===== config.mk =====
export PLATFORM = sky130hd
export DESIGN_NAME = pcm_tx_port
export DESIGN_NICKNAME = d
export VERILOG_FILES = /design/src/rtl/pcm_tx_pkg.sv /design/src/rtl/pcm_tx_ctrl.sv /design/src/rtl/pcm_tx_datapath.sv /design/src/rtl/pcm_tx_port.sv
export SDC_FILE = /design/constraint.sdc
export NUM_CORES = 1
export LEC_CHECK = 0
export BUFFER_PORTS_ARGS = -buffer_cell sky130_fd_sc_hd__buf_2
export CORE_MARGIN = 4
export CORE_UTILIZATION = 40
export DETAILED_ROUTE_END_ITERATION = 7
export GPL_ROUTABILITY_DRIVEN = 1
export SYNTH_ARGS = -nofsm -noshare
export SYNTH_HDL_FRONTEND = slang
export SYNTH_SLANG_ARGS = --single-unit

===== constraint.sdc =====
create_clock -name clk -period 4.42 [get_ports clk]
set_input_delay 0.884 -clock clk [delete_from_list [all_inputs] [get_ports clk]]
set_output_delay 0.884 -clock clk [all_outputs]
set_load 0.1 [all_outputs]

===== src/rtl/pcm_tx_pkg.sv =====
package pcm_tx_pkg;
  // Control-to-datapath strobes for one master-clock cycle.
  typedef struct packed {
    logic load;     // capture a new sample, present its MSB
    logic shift;    // present the next bit
    logic lastBit;  // the bit being presented is the LSB
    logic sigSet;   // this frame is a signaling frame
  } txStrobes_t;
endpackage


===== src/rtl/pcm_tx_ctrl.sv =====
module pcm_tx_ctrl
  import pcm_tx_pkg::*;
#(
  parameter int WORD_BITS      = 8,
  parameter int STANDBY_CYCLES = 64
) (
  input  logic       clk,
  input  logic       rstN,
  input  logic       modeVar,
  input  logic       frameSync,
  input  logic       dataClk,
  output txStrobes_t strobes,
  output logic       active,
  output logic       standby
);
  localparam int CNT_W = $clog2(WORD_BITS);
  localparam int SB_W  = $clog2(STANDBY_CYCLES + 1);
  localparam logic [CNT_W-1:0] LAST_IDX = CNT_W'(WORD_BITS - 1);
  localparam logic [SB_W-1:0]  SB_LIMIT = SB_W'(STANDBY_CYCLES);

  logic             fsPrev, dcPrev;
  logic [CNT_W-1:0] bitCnt;
  logic [SB_W-1:0]  idleCnt;
  logic             fsRise, step, slotStep;

  assign fsRise   = frameSync & ~fsPrev;
  assign step     = modeVar ? (dataClk & ~dcPrev) : 1'b1;
  assign slotStep = active & step & ~fsRise;

  always_comb begin
    strobes.load    = fsRise;
    strobes.shift   = slotStep & (bitCnt != LAST_IDX);
    strobes.lastBit = slotStep & (bitCnt == LAST_IDX - 1'b1);
    strobes.sigSet  = slotStep & (bitCnt == '0) & ~modeVar & frameSync;
  end

  always_ff @(posedge clk or negedge rstN) begin
    if (!rstN) begin
      fsPrev <= 1'b0;
      dcPrev <= 1'b0;
    end else begin
      fsPrev <= frameSync;
      dcPrev <= dataClk;
    end
  end

  always_ff @(posedge clk or negedge rstN) begin
    if (!rstN) begin
      active <= 1'b0;
      bitCnt <= '0;
    end else if (fsRise) begin
      active <= 1'b1;
      bitCnt <= '0;
    end else if (slotStep) begin
      if (bitCnt == LAST_IDX) active <= 1'b0;
      else                    bitCnt <= bitCnt + 1'b1;
    end
  end

  always_ff @(posedge clk or negedge rstN) begin
    if (!rstN) begin
      idleCnt <= '0;
      standby <= 1'b0;
    end else if (frameSync) begin
      idleCnt <= '0;
      standby <= 1'b0;
    end else if (idleCnt != SB_LIMIT) begin
      idleCnt <= idleCnt + 1'b1;
      if (idleCnt == SB_LIMIT - 1'b1) standby <= 1'b1;
    end
  end
endmodule


===== src/rtl/pcm_tx_datapath.sv =====
module pcm_tx_datapath
  import pcm_tx_pkg::*;
#(
  parameter int WORD_BITS = 8
) (
  input  logic                 clk,
  input  logic                 rstN,
  input  txStrobes_t           strobes,
  input  logic [WORD_BITS-1:0] sampleIn,
  input  logic                 sigIn,
  output logic                 bitOut
);
  logic [WORD_BITS-1:0] shiftReg;
  logic                 sigFrame;

  always_ff @(posedge clk or negedge rstN) begin
    if (!rstN) begin
      shiftReg <= '0;
      bitOut   <= 1'b0;
      sigFrame <= 1'b0;
    end else if (strobes.load) begin
      shiftReg <= sampleIn;
      bitOut   <= sampleIn[WORD_BITS-1];
      sigFrame <= 1'b0;
    end else begin
      if (strobes.sigSet) sigFrame <= 1'b1;
      if (strobes.shift) begin
        shiftReg <= shiftReg << 1;
        bitOut   <= (strobes.lastBit && sigFrame) ? sigIn : shiftReg[WORD_BITS-2];
      end
    end
  end
endmodule


===== src/rtl/pcm_tx_port.sv =====
module pcm_tx_port
  import pcm_tx_pkg::*;
#(
  parameter int WORD_BITS      = 8,
  parameter int STANDBY_CYCLES = 64
) (
  input  logic                 clk,
  input  logic                 rstN,
  input  logic                 modeVar,
  input  logic                 frameSync,
  input  logic                 dataClk,
  input  logic [WORD_BITS-1:0] sampleIn,
  input  logic                 sigIn,
  output logic                 txData,
  output logic                 txOe,
  output logic                 slotStrobe,
  output logic                 standby
);
  txStrobes_t strobes;
  logic       active;
  logic       bitOut;

  pcm_tx_ctrl #(.WORD_BITS(WORD_BITS), .STANDBY_CYCLES(STANDBY_CYCLES)) u_ctrl (
    .clk(clk), .rstN(rstN), .modeVar(modeVar), .frameSync(frameSync),
    .dataClk(dataClk), .strobes(strobes), .active(active), .standby(standby)
  );

  pcm_tx_datapath #(.WORD_BITS(WORD_BITS)) u_dp (
    .clk(clk), .rstN(rstN), .strobes(strobes), .sampleIn(sampleIn),
    .sigIn(sigIn), .bitOut(bitOut)
  );

  assign txOe       = active & (~modeVar | frameSync);
  assign slotStrobe = active & ~modeVar;
  assign txData     = txOe & bitOut;
endmodule


**After elaboration in Yosys (flattened, before gate mapping)**

Index checks and enable logic that the tools add are counted.

- Flip-flop bits (word level): 23
- Input bits: 14
- Output and inout bits: 4
- Logic and storage cells: 64

- Add/sub/neg operators: 2
- Eq/ne operators: 6
- Muxes and demuxes: 19
- Bitwise gates (word level): 17
- Reductions and logical operators: 11

Operator list:

| kind | number |
|---|---|
| 7-bit two-way mux | 4 |
| 1-bit bitwise AND | 12 |
| 1-bit two-way mux | 12 |
| 2-bit nonzero test | 6 |
| 3-bit two-way mux | 3 |
| 7-bit by 1-bit adder with 7-bit output (second input constant) | 1 |
| 7-bit by 6-bit equality test with 1-bit output (second input constant) | 1 |
| 7-bit inequality test (second input constant) | 1 |
| 3-bit equality test (second input constant) | 2 |
| 2-bit AND reduction | 3 |
| 1-bit NOT | 4 |
| 3-bit by 1-bit adder with 3-bit output (second input constant) | 1 |
| 3-bit zero test | 1 |
| 3-bit inequality test (second input constant) | 1 |
| 2-bit by 1-bit inequality test with 1-bit output (second input constant) | 1 |
| 1-bit logical AND | 1 |
| 1-bit OR | 1 |

**Depth between registers and ports, before layout**

- Depth after elaboration: 10
- Mapped depth: 6
- Gate-level depth less buffers: 6

**Cells and area by module**

A second synthesis with hierarchy kept.

- Cell total of the unflattened synthesis: 119
- Area total of the unflattened synthesis: 1211.2 um2

Modules (own cells, without submodules):

| module | times used | cells an instance | area each (um2) |
|---|---|---|---|
| pcm_tx_ctrl | 1 | 75 | 757.0 |
| pcm_tx_datapath | 1 | 40 | 429.2 |
| pcm_tx_port | 1 | 4 | 25.0 |

**Worst setup path before layout**

OpenSTA, ideal clock, no wires.

- Path kind: input -> output
- Start: input port frameSync
- End: output port txData
- Arrival: 3.510 ns
- Data required time: 3.536 ns
- Path slack: 0.026 ns
- Stages: 4
- Cell sequence: buf_4 -> inv_1 -> a21oi_1 -> and2_1

- Cells in the longest elaborated chain, start to end: 3

Ends and longest elaborated chain:

| what | line | RTL |
|---|---|---|
| from (decl) | pcm_tx_port.sv:10 | `input logic frameSync,` |
| 1-bit OR | pcm_tx_port.sv:33 | `assign txOe = active & (~modeVar \| frameSync);` |
| 1-bit bitwise AND | pcm_tx_port.sv:33 |  |
| net txOe | pcm_tx_port.sv:15 | `output logic txOe,` |
| 1-bit bitwise AND | pcm_tx_port.sv:35 | `assign txData = txOe & bitOut;` |
| to (decl) | pcm_tx_port.sv:14 | `output logic txData,` |

The timed path passes the listed nets, and every way through them passes these cells.

**Final worst setup path**

- Start: input port frameSync
- End: output port txData

- Cells in the longest elaborated chain, start to end: 3

Ends and longest elaborated chain:

| what | line |
|---|---|
| 1-bit OR | pcm_tx_port.sv:33 |
| 1-bit bitwise AND | pcm_tx_port.sv:33 |
| 1-bit bitwise AND | pcm_tx_port.sv:35 |

No other way between the ends.

==> results_dict.tcl <==
set metrics [dict create \
    fin_crit_ns 2.85 \
    wl_met3_um 71 \
    vias_per_cell 4.95 \
    post-route-util_pct 46.1 \
    layout.cells.most_common "sky130_fd_sc_hd__dfrtp_1" \
    cts_max_level 1 \
    timing.critical_path.slowest_stage_cell "sky130_fd_sc_hd__buf_2" \
    timing.critical_path.cells "buf_2, inv_1, a21oi_1, and2_1, buf_2" \
    groute.usage.overall_pct 12.7 \
    power.ir.vdd_worst_mv 0.398 \
    synthesis.area_per_instance_um2 10.7 \
    hpwl_um 1450 \
    detailedRoute.firstPassIterationCount 4 \
    die_area_um2 3760 \
    status "finished, final reports clean" \
    final_routed_wirelength_across_all_metal_layers_um 1950 \
    drv.max_cap_violation_count 0 \
    yosysUniqueCellTypes 26 \
    timing_worst_setup_path_type "primary input to output pin" \
    grt_first_pass_wirelength_um 3500 \
    worst_clock_skew_ns 0.00600 \
    gp_congestion 0.744 \
    fp.dieW_um 61.3 \
    yosys_warnings 0 \
    design.portCount 18 \
    cts_setup_buffers 0 \
    cts-hold-fix-buffers 0 \
    critPathArrivalTime_ns 1.96 \
    drt_iter0_drc 8 \
    cts_max_path_buffers 2 \
    setup_viol 0 \
    rsz0062_at_grt "false" \
    grt_remaining_overflow 0 \
    diodes_inserted 0 \
    detailroute.via_count 768 \
    achievable-frequency_ghz 0.351 \
    timing.final.max_slew_violations 0 \
    synth_fp_nets 126 \
    tns_ns 0 \
    final_cell_mix "23 x sky130_fd_sc_hd__dfrtp_1, 17 x sky130_fd_sc_hd__buf_2, 12 x sky130_fd_sc_hd__nor2_1" \
    mappedNetlistArea_um2 1140 \
    synth.yosys.seq_area_share_pct 50.7 \
    highest_layer "met4" \
    crit_path_max_incr_delay_ns 0.42 \
    critPathBufInv 3 \
    numCtsBuffers 3 \
    powerDensity_nw_per_um2 429 \
    area_growth_pct 10.9 \
    post-route-worst-setup-slack_ns 1.57 \
    maximum_number_of_pins_on_one_net_before_global_route_repair 24 \
    hold_viol_final 0 \
    rows 19 \
    routed-wl-met2_um 986 \
    post-route-cell-area_um2 1260 \
    max_slew.worst_pin.slew_ns 0.704 \
    dpl-instance-area_um2 1230 \
    final_worst_path_cycle_share_pct 64.5 \
    drt-wirelength-per-cell_um 12.6 \
    grt_antenna_before_repair 0 \
    final_layout_size_suffix_gt1_share_pct 20.2 \
    clock_tree_from_tritoncts "done" \
    power.leakage_uw 0.000647 \
    crit_family "buffers and inverters" \
    post_cts.resized_instances 0 \
    first_global_vias 812 \
    setup.worst_path.end_class "output pin" \
    layout.nets 145 \
    count_of_buffers_from_port_buffering 17 \
    start_util_pct 41.6 \
    clk-insertion-delay-late_ns 0.31 \
    clk_pin_slew_worst_paths_ns 0.12 \
    timing.max_slew.rel_slack_pct 52.9 \
    drc_errors 0 \
    number_of_antenna_violating_nets_in_the_routed_design 0 \
    critical-path-top-cell-by-count "sky130_fd_sc_hd__buf_2" \
    critical_path_peak_fanout 10 \
    worst_hold_path_type "primary input to async pin" \
    placement.setup.worst_slack_ns 1.59 \
    kind_of_launch_point_of_the_worst_setup_path "primary input" \
    drt-met1-wl_um 856 \
    clock_net_sink_count 23 \
    clock_tree.root_cell "sky130_fd_sc_hd__clkbuf_4" \
    worstPathRequired_ns 3.54 \
    synthCells 106 \
    yosys_register_bits 23 \
    design.core.area_um2 2730 \
    fp.dieH_um 61.3 \
]
## registers in the layout, summed over array words and instances (netlist names)
name / count
u_ctrl.fsPrev: 1
u_ctrl.idleCnt: 7
u_ctrl.active: 1
u_ctrl.standby: 1
u_ctrl.bitCnt: 3
u_dp.sigFrame: 1
u_dp.bitOut: 1
u_ctrl.dcPrev: 1
u_dp.shiftReg: 7
## worst register-to-register path: stages, from the launching register on
cell and delay (ns):
sky130_fd_sc_hd__dfrtp_1 0.42, sky130_fd_sc_hd__ha_1 0.21, sky130_fd_sc_hd__ha_1 0.22, sky130_fd_sc_hd__a211oi_4 0.63, sky130_fd_sc_hd__mux2i_1 0.25, sky130_fd_sc_hd__o21ai_0 0.09
## path summary, 6_finish.rpt
check | cells past startpoint | start | to | slack [ns]
setup / recovery | 5 | frameSync | txData | 1.57
min in group clk | 2 | u_dp.sigFrame | u_dp.sigFrame | 0.52
max in group asynchronous | 1 | rstN | u_ctrl.bitCnt[0] | 3.56
hold / removal | 1 | rstN | u_ctrl.idleCnt[5] | 0.52
setup reg to reg | 5 | u_ctrl.bitCnt[0] | u_dp.shiftReg[6] | 2.47
hold reg to reg | 2 | u_dp.sigFrame | u_dp.sigFrame | 0.52
## metrics by stage
step                total power, uW  hold slack, ns  std cells
floorplan                       417           0.463        106
global placement                447           0.489        151
detailed placement              453           0.494        151
CTS                             551           0.524        155
global route                    584           0.546        155
finish                          540           0.515        155
## synth_stat cells
library cell	number	area, um^2
sky130_fd_sc_hd__nand2b_4	1	13.8
sky130_fd_sc_hd__nand2_1	10	37.5
sky130_fd_sc_hd__mux2i_1	10	100
sky130_fd_sc_hd__and3_1	2	12.5
sky130_fd_sc_hd__o21ai_0	4	20.0
sky130_fd_sc_hd__nor2_1	12	45.0
sky130_fd_sc_hd__or3_1	1	6.26
sky130_fd_sc_hd__o22ai_1	1	6.26
sky130_fd_sc_hd__a21boi_0	1	7.51
sky130_fd_sc_hd__dfrtp_1	23	576
sky130_fd_sc_hd__nor2_2	1	6.26
sky130_fd_sc_hd__inv_1	6	22.5
sky130_fd_sc_hd__a211oi_4	1	20.0
sky130_fd_sc_hd__nor4b_1	1	8.76
sky130_fd_sc_hd__mux2_2	1	11.3
sky130_fd_sc_hd__o21ba_2	1	10.0
sky130_fd_sc_hd__xor2_1	4	35.0
sky130_fd_sc_hd__o21ai_1	6	30.0
sky130_fd_sc_hd__a21oi_1	3	15.0
sky130_fd_sc_hd__buf_4	2	15.0
sky130_fd_sc_hd__nand3_1	4	20.0
sky130_fd_sc_hd__and2_1	1	6.26
sky130_fd_sc_hd__nand3b_1	1	7.51
sky130_fd_sc_hd__xnor2_1	2	17.5
sky130_fd_sc_hd__ha_1	6	75.1
sky130_fd_sc_hd__buf_6	1	11.3
## cell families after synthesis
group                    after synthesis  share of synthesized area, %
AO/OA/AOI/OAI                         17                          9.58
XOR/XNOR                               6                          4.63
adder cells (fa/ha/maj)                6                          6.61
buffers and inverters                  9                          4.29
flip-flops                            23                          50.7
multiplexers                          11                          9.80
AND/OR/NAND/NOR                       34                          14.4
## area by class of cell
type | count | area, um^2
fillers | 268 | 1470
inverters | 6 | 22.5
multi-input cells | 74 | 512
clock buffers | 4 | 26.3
well taps | 31 | 38.8
repair buffers | 17 | 85.1
flip-flops and latches | 23 | 576
## where the power goes
part,internal (uW),switching (uW)
registers,249,26.9
logic,62.9,107
clock network,35.2,59.6
total,347,194
## metal layers
metal | global-route usage [%] | up-vias
met5 | 0 | -
met1 | 15.0 | 361
met3 | 1.89 | 4
li1 | - | 391
met2 | 22.4 | 12
met4 | 6.50 | 0
Note: power is estimated with default switching activity, not from simulation.
